### src/rtl/ucr_pkg.sv
package ucr_pkg;
  localparam int unsigned OFS_CTRL   = 32'h00;
  localparam int unsigned OFS_CMD    = 32'h0C;
  localparam int unsigned OFS_STATUS = 32'h10;
  localparam int unsigned OFS_IF     = 32'h40;
  localparam int unsigned OFS_IFS    = 32'h44;
  localparam int unsigned OFS_IFC    = 32'h48;
  localparam int unsigned OFS_IEN    = 32'h4C;

  localparam int unsigned CTRL_SYNC_BIT = 0;
  localparam int unsigned CTRL_BIL_BIT  = 12;

  // stored flag i sits at IF bit 2*i; bit 1 is the derived buffer level
  localparam int unsigned NFLAG     = 3;
  localparam int unsigned IF_W      = 2 * NFLAG - 1;
  localparam int unsigned IF_LVL_BIT = 1;
  localparam logic [IF_W-1:0] TX_IRQ_MASK = 5'b00011;
  localparam logic [IF_W-1:0] RX_IRQ_MASK = 5'b10100;

  localparam int unsigned ST_RXEN_BIT = 0;
  localparam int unsigned ST_TXEN_BIT = 1;
  localparam int unsigned ST_TXC_BIT  = 5;
  localparam int unsigned ST_LVL_BIT  = 6;
  localparam int unsigned ST_RXAV_BIT = 7;

  // direction index used by the command strobes
  typedef enum logic {DIR_RX = 1'b0, DIR_TX = 1'b1} dir_e;
endpackage

### src/rtl/ucr_cmd.sv
module ucr_cmd #(
  parameter int unsigned NDIR = 2
) (
  input  logic            clk,
  input  logic            rst_n,
  input  logic [NDIR-1:0] en_stb,
  input  logic [NDIR-1:0] dis_stb,
  output logic [NDIR-1:0] en_q
);
  for (genvar d = 0; d < NDIR; d++) begin : g_dir
    always_ff @(posedge clk or negedge rst_n) begin
      if (!rst_n)          en_q[d] <= 1'b0;
      else if (dis_stb[d]) en_q[d] <= 1'b0;
      else if (en_stb[d])  en_q[d] <= 1'b1;
    end

    // disable strobe wins over a simultaneous enable
    p_dis_wins_r2: assert property (@(posedge clk) disable iff (!rst_n)
      dis_stb[d] |=> !en_q[d]);
    // with no strobe the state holds
    p_hold_r2: assert property (@(posedge clk) disable iff (!rst_n)
      !(en_stb[d] || dis_stb[d]) |=> $stable(en_q[d]));
  end
endmodule

### src/rtl/ucr_flags.sv
module ucr_flags #(
  parameter int unsigned NF = 3
) (
  input  logic          clk,
  input  logic          rst_n,
  input  logic [NF-1:0] sw_set,
  input  logic [NF-1:0] sw_clr,
  input  logic [NF-1:0] hw_evt,
  output logic [NF-1:0] flag_q
);
  for (genvar i = 0; i < NF; i++) begin : g_flag
    always_ff @(posedge clk or negedge rst_n) begin
      if (!rst_n)                       flag_q[i] <= 1'b0;
      else if (hw_evt[i] || sw_set[i])  flag_q[i] <= 1'b1;
      else if (sw_clr[i])               flag_q[i] <= 1'b0;
    end

    // an event sets the flag even against a clear
    p_evt_wins_r4: assert property (@(posedge clk) disable iff (!rst_n)
      hw_evt[i] |=> flag_q[i]);
    // a lone clear drops the flag
    p_clr_r3: assert property (@(posedge clk) disable iff (!rst_n)
      (sw_clr[i] && !sw_set[i] && !hw_evt[i]) |=> !flag_q[i]);
  end
endmodule

### src/rtl/ucr_txbuf.sv
module ucr_txbuf #(
  parameter int unsigned DEPTH = 2,
  parameter int unsigned CNT_W = $clog2(DEPTH + 1)
) (
  input  logic             clk,
  input  logic             rst_n,
  input  logic [CNT_W-1:0] cnt,
  input  logic             empty_mode,
  input  logic             done_evt,
  output logic             level_ok,
  output logic             txc_q
);
  localparam logic [CNT_W-1:0] FULL = CNT_W'(DEPTH);

  always_comb begin
    if (empty_mode) level_ok = (cnt == '0);
    else            level_ok = (cnt < FULL);
  end

  always_ff @(posedge clk or negedge rst_n) begin
    if (!rst_n)           txc_q <= 1'b0;
    else if (done_evt)    txc_q <= 1'b1;
    else if (cnt != '0)   txc_q <= 1'b0;
  end

  // a full buffer never shows level, an empty one always does
  p_full_nolvl_r5: assert property (@(posedge clk) disable iff (!rst_n)
    (cnt >= FULL) |-> !level_ok);
  p_empty_lvl_r5: assert property (@(posedge clk) disable iff (!rst_n)
    (cnt == '0) |-> level_ok);
  // completion pulse sets status
  p_txc_set_r7: assert property (@(posedge clk) disable iff (!rst_n)
    done_evt |=> txc_q);
endmodule

### src/rtl/uart_ctl_regs.sv
module uart_ctl_regs
  import ucr_pkg::*;
#(
  parameter int unsigned ADDR_W      = 8,
  parameter int unsigned DATA_W      = 32,
  parameter int unsigned TXBUF_DEPTH = 2,
  parameter int unsigned CNT_W       = $clog2(TXBUF_DEPTH + 1)
) (
  input  logic              clk,
  input  logic              rst_n,
  input  logic              bus_sel,
  input  logic              bus_wr,
  input  logic [ADDR_W-1:0] bus_addr,
  input  logic [DATA_W-1:0] bus_wdata,
  output logic [DATA_W-1:0] bus_rdata,
  input  logic              tx_done_evt,
  input  logic              rx_data_evt,
  input  logic              rx_ovf_evt,
  input  logic [CNT_W-1:0]  tx_buf_cnt,
  input  logic              rx_avail,
  output logic              tx_enabled,
  output logic              rx_enabled,
  output logic              sync_mode,
  output logic              irq_rx,
  output logic              irq_tx
);
  localparam logic [ADDR_W-1:0] A_CTRL   = ADDR_W'(OFS_CTRL);
  localparam logic [ADDR_W-1:0] A_CMD    = ADDR_W'(OFS_CMD);
  localparam logic [ADDR_W-1:0] A_STATUS = ADDR_W'(OFS_STATUS);
  localparam logic [ADDR_W-1:0] A_IF     = ADDR_W'(OFS_IF);
  localparam logic [ADDR_W-1:0] A_IFS    = ADDR_W'(OFS_IFS);
  localparam logic [ADDR_W-1:0] A_IFC    = ADDR_W'(OFS_IFC);
  localparam logic [ADDR_W-1:0] A_IEN    = ADDR_W'(OFS_IEN);

  logic wr_go;
  logic wr_ctrl, wr_cmd, wr_ifs, wr_ifc, wr_ien;
  assign wr_go   = bus_sel && bus_wr;
  assign wr_ctrl = wr_go && (bus_addr == A_CTRL);
  assign wr_cmd  = wr_go && (bus_addr == A_CMD);
  assign wr_ifs  = wr_go && (bus_addr == A_IFS);
  assign wr_ifc  = wr_go && (bus_addr == A_IFC);
  assign wr_ien  = wr_go && (bus_addr == A_IEN);

  // control and mask registers
  logic            ctrl_sync_q, ctrl_bil_q;
  logic [IF_W-1:0] ien_q;
  always_ff @(posedge clk or negedge rst_n) begin
    if (!rst_n) begin
      ctrl_sync_q <= 1'b0;
      ctrl_bil_q  <= 1'b0;
      ien_q       <= '0;
    end else begin
      if (wr_ctrl) begin
        ctrl_sync_q <= bus_wdata[CTRL_SYNC_BIT];
        ctrl_bil_q  <= bus_wdata[CTRL_BIL_BIT];
      end
      if (wr_ien) ien_q <= bus_wdata[IF_W-1:0];
    end
  end
  assign sync_mode = ctrl_sync_q;

  // command strobes: per direction, enable at bit 2*d, disable at 2*d+1
  logic [1:0] en_stb, dis_stb, en_q;
  for (genvar d = 0; d < 2; d++) begin : g_stb
    assign en_stb[d]  = wr_cmd && bus_wdata[2*d];
    assign dis_stb[d] = wr_cmd && bus_wdata[2*d+1];
  end

  ucr_cmd #(.NDIR(2)) u_cmd (
    .clk(clk), .rst_n(rst_n), .en_stb(en_stb), .dis_stb(dis_stb), .en_q(en_q)
  );
  assign rx_enabled = en_q[DIR_RX];
  assign tx_enabled = en_q[DIR_TX];

  // sticky flags
  logic [NFLAG-1:0] f_set, f_clr, f_evt, f_q;
  for (genvar i = 0; i < NFLAG; i++) begin : g_fmap
    assign f_set[i] = wr_ifs && bus_wdata[2*i];
    assign f_clr[i] = wr_ifc && bus_wdata[2*i];
  end
  assign f_evt = {rx_ovf_evt, rx_data_evt, tx_done_evt};

  ucr_flags #(.NF(NFLAG)) u_flags (
    .clk(clk), .rst_n(rst_n), .sw_set(f_set), .sw_clr(f_clr),
    .hw_evt(f_evt), .flag_q(f_q)
  );

  logic level_ok, txc_st;
  ucr_txbuf #(.DEPTH(TXBUF_DEPTH), .CNT_W(CNT_W)) u_txbuf (
    .clk(clk), .rst_n(rst_n), .cnt(tx_buf_cnt), .empty_mode(ctrl_bil_q),
    .done_evt(tx_done_evt), .level_ok(level_ok), .txc_q(txc_st)
  );

  logic [IF_W-1:0] if_vec;
  always_comb begin
    if_vec = '0;
    for (int i = 0; i < int'(NFLAG); i++) if_vec[2*i] = f_q[i];
    if_vec[IF_LVL_BIT] = level_ok;
  end

  assign irq_tx = |(if_vec & ien_q & TX_IRQ_MASK);
  assign irq_rx = |(if_vec & ien_q & RX_IRQ_MASK);

  // read path
  always_comb begin
    bus_rdata = '0;
    if (bus_sel) begin
      case (bus_addr)
        A_CTRL: begin
          bus_rdata[CTRL_SYNC_BIT] = ctrl_sync_q;
          bus_rdata[CTRL_BIL_BIT]  = ctrl_bil_q;
        end
        A_STATUS: begin
          bus_rdata[ST_RXEN_BIT] = en_q[DIR_RX];
          bus_rdata[ST_TXEN_BIT] = en_q[DIR_TX];
          bus_rdata[ST_TXC_BIT]  = txc_st;
          bus_rdata[ST_LVL_BIT]  = level_ok;
          bus_rdata[ST_RXAV_BIT] = rx_avail;
        end
        A_IF:    bus_rdata[IF_W-1:0] = if_vec;
        A_IEN:   bus_rdata[IF_W-1:0] = ien_q;
        default: bus_rdata = '0;
      endcase
    end
  end

  logic unused_wdata;
  assign unused_wdata = ^bus_wdata;

  // an empty mask keeps both lines quiet
  p_irq_masked_r6: assert property (@(posedge clk) disable iff (!rst_n)
    (ien_q == '0) |-> (!irq_rx && !irq_tx));
  // sync output follows the written CTRL bit
  p_sync_wr_r8: assert property (@(posedge clk) disable iff (!rst_n)
    wr_ctrl |=> (sync_mode == $past(bus_wdata[CTRL_SYNC_BIT])));
endmodule

### config.mk
export PLATFORM = sky130hd
export DESIGN_NAME = uart_ctl_regs
export DESIGN_NICKNAME = d
export VERILOG_FILES = /design/src/rtl/ucr_pkg.sv /design/src/rtl/ucr_cmd.sv /design/src/rtl/ucr_flags.sv /design/src/rtl/ucr_txbuf.sv /design/src/rtl/uart_ctl_regs.sv
export SDC_FILE = /design/constraint.sdc
export NUM_CORES = 1
export LEC_CHECK = 0
export ABC_AREA = 1
export BUFFER_PORTS_ARGS = -buffer_cell sky130_fd_sc_hd__buf_2
export CORE_MARGIN = 2
export CORE_UTILIZATION = 38
export DETAILED_ROUTE_END_ITERATION = 8
export PLACE_DENSITY = 0.86
export SLEW_MARGIN = 10
export SYNTH_ARGS = -nofsm -noshare
export SYNTH_HDL_FRONTEND = slang
export SYNTH_HIERARCHICAL = 1
export SYNTH_SLANG_ARGS = --single-unit
### constraint.sdc
create_clock -name clk -period 1.2 [get_ports clk]
set_input_delay 0.3 -clock clk [delete_from_list [all_inputs] [get_ports clk]]
set_output_delay 0.3 -clock clk [all_outputs]
set_load 0.1 [all_outputs]
==> results.sh <==
export IMPL_clockBufferDepth=2
export IMPL_critPathKind="reg2out"
export IMPL_hold_violations=0
export IMPL_die_area_um2=3206
export IMPL_irDropWorstVdd_uv=630.3
export IMPL_cp_arrival_ns=1.39
export IMPL_drive_gt1_share_pct=48.68
export IMPL_dp_hpwl_mm=2.256
export IMPL_cts_max_level=1
export IMPL_initial_core_util_pct=39.17
export IMPL_routed_wl_mm=2.940
export IMPL_hp_class="in2reg"
export IMPL_cts_buffers=3
export IMPL_clock_latency_ns=0.27
export IMPL_path_clk_slew_ns=0.08
export IMPL_synth_xor_area_share_pct=0
export IMPL_end_kind="output port"
export IMPL_dr_total_vias=1172
export IMPL_synth_adder_area_share_pct=0
export IMPL_finClkSkew_ns=0
export IMPL_drtIter0Drc=19
export IMPL_die_h_um=56.62
export IMPL_grt_total_usage_pct=19.90
export IMPL_status="finished with violations"
export IMPL_ys_flop_type="dfrtp_1"
export IMPL_wl_per_cell_um=11.35
export IMPL_setup_tns_ns=-4.301
export IMPL_grt_max_degree=14
export IMPL_crit_required_ns=0.90
export IMPL_synth_avg_cell_area_um2=6.377
export IMPL_row_count=19
export IMPL_io_pins=87
export IMPL_power_density_nw_per_um2=700.5
export IMPL_place_gp_congestion=0.8439
export IMPL_fin_crit_ns=1.688
export IMPL_dpl_worst_slack_ns=-0.4219
export IMPL_cts_tree="yes"
export IMPL_antenna_found_initial=0
export IMPL_synthCells=165
export IMPL_overflow=0
export IMPL_yosysWarnings=6
export IMPL_detail_route_antenna_nets=0
export IMPL_grt_setup_unrepaired="true"
export IMPL_num_antenna_cells=0
export IMPL_crit_fanout=2
export IMPL_ys_types=20
export IMPL_slew_violations=0
export IMPL_reg2reg_slack_ns=0.35
export IMPL_violations="setup timing"
export IMPL_cts_root_buf="clkbuf_4"
export IMPL_mostFrequentLayoutCell="nand2_1"
export IMPL_setup_viol_count_final=14
export IMPL_core_area_um2=2686
export IMPL_nets=279
export IMPL_synth_mux_area_fraction_pct=0
export IMPL_postSynth_asyncResetShare_pct=100.0
export IMPL_fin_crit_sh_pct=140.7
export IMPL_port_buffers=37
export IMPL_cap_viol_max_count=0
export IMPL_die_x_um=56.62
export IMPL_synth_top_family_by_area="simple AND/OR/NAND/NOR gates"
export IMPL_seq_area_frac_synth_pct=30.92
export IMPL_first_global_vias=1198
export IMPL_grt_pass1_wl_mm=5.043
export IMPL_timing_fmax_mhz=592.5
export IMPL_yosys_area_share_simple_pct=37.10
export IMPL_final_cell_mix="nand2_1 (26), conb_1 (23), nor2_1 (22), inv_1 (20), buf_4 (18)"
export IMPL_synth_compound_area_share_pct=5.945
export IMPL_syn_cell_area_um2=1052
export IMPL_routed_via_density=4.525
export IMPL_synth_enable_flop_cells=0
export IMPL_area_growth_pct=82.28
export IMPL_firstDrtPassIters=4
export IMPL_startpoint_type="flop"
export IMPL_clkSinkCount=13
export IMPL_synth_seq_cells=13
export IMPL_postLayoutSetupSlackWorst_ns=-0.4878
export IMPL_remaining_drc_errors=0
export IMPL_leakage_nw=0.9493
synthesized netlist by cell type, types with 2 or more instances:
cell     number  area (um2)
nand2_1      35       131.4
nor2_1       32       120.1
inv_1        25       93.84
buf_4        23       172.7
nand3_1      14       70.07
dfrtp_1      13       325.3
o21ai_1       7       35.03
nand2_2       2       12.51
nor2_2        2       12.51
nor3b_1       2       15.01
cell type report:
class / count / area (um2)
inverters: 26 / 107.6
well taps: 31 / 38.79
clock buffers: 4 / 26.28
multi-input cells: 125 / 772.0
repair buffers: 60 / 636.9
fillers: 197 / 768.2
flip-flops and latches: 13 / 336.6
timing repair:
action                                  CTS  global route
hold endpoints to repair                 13             0
setup buffers                             2             2
hold buffers                              1             0
pin swaps                                27             5
endpoints found under the setup margin   14            17
resized for setup                        44             6
path summary, 6_finish.rpt:
path / startpoint / depth (start not counted) / to
max in group asynchronous: rst_n / 2 / u_cmd/en_q[1]
min in group asynchronous: rst_n / 2 / u_flags/flag_q[0]
max reg2reg: u_cmd/en_q[0] / 3 / u_cmd/en_q[0]
min reg2reg: ien_q[1] / 2 / ien_q[1]
min: rx_data_evt / 3 / u_flags/flag_q[1]
max: ctrl_bil_q / 6 / bus_rdata[1]
registers in the layout, indices dropped and copies added (netlist names):
register	count
u_txbuf/txc_q	1
ctrl_bil_q	1
ien_q	5
u_flags/flag_q	3
sync_mode	1
u_cmd/en_q	2
metal layers:
metal	GRT usage [%]	routed length (um)	up-vias
met5	0	0	-
met4	7.483	51	0
met3	2.535	168	8
met2	35.88	1515	44
met1	23.78	1205	535
li1	-	-	585
critical path, cell delays in order (launching register included):
cell	delay (ns)
dfrtp_1	0.41
a21oi_2	0.18
nand3_1	0.08
nand2_1	0.10
nor2_2	0.05
nor2_4	0.10
buf_12	0.18
stage by stage:
step	hold slack, ns	cells	utilization [%]	power, mW	area, um2
2_1_floorplan	0.004409	187	-	0.9604	1296
3_3_place_gp	0.1932	252	63.48	1.027	1705
3_5_place_dp	0.2004	252	63.48	1.032	1705
4_1_cts	0.1981	259	70.84	1.348	1903
5_1_grt	0.2128	259	71.40	1.393	1918
6_report	0.2080	259	71.40	1.344	1918
cell families (layout without fill, tap and decap cells):
group,count (synthesis),after routing
and+or+nand+nor,91,91
buffers and inverters,49,90
DFF,13,13
AOI/OAI and AO/OA,11,11
other,1,23
report_power, final:
group | total, mW | switching [mW] | internal, mW
sequential | 0.457 | 0.00779 | 0.450
combinational | 0.619 | 0.487 | 0.132
clock | 0.267 | 0.139 | 0.129
(Power assumes the default switching activity.)
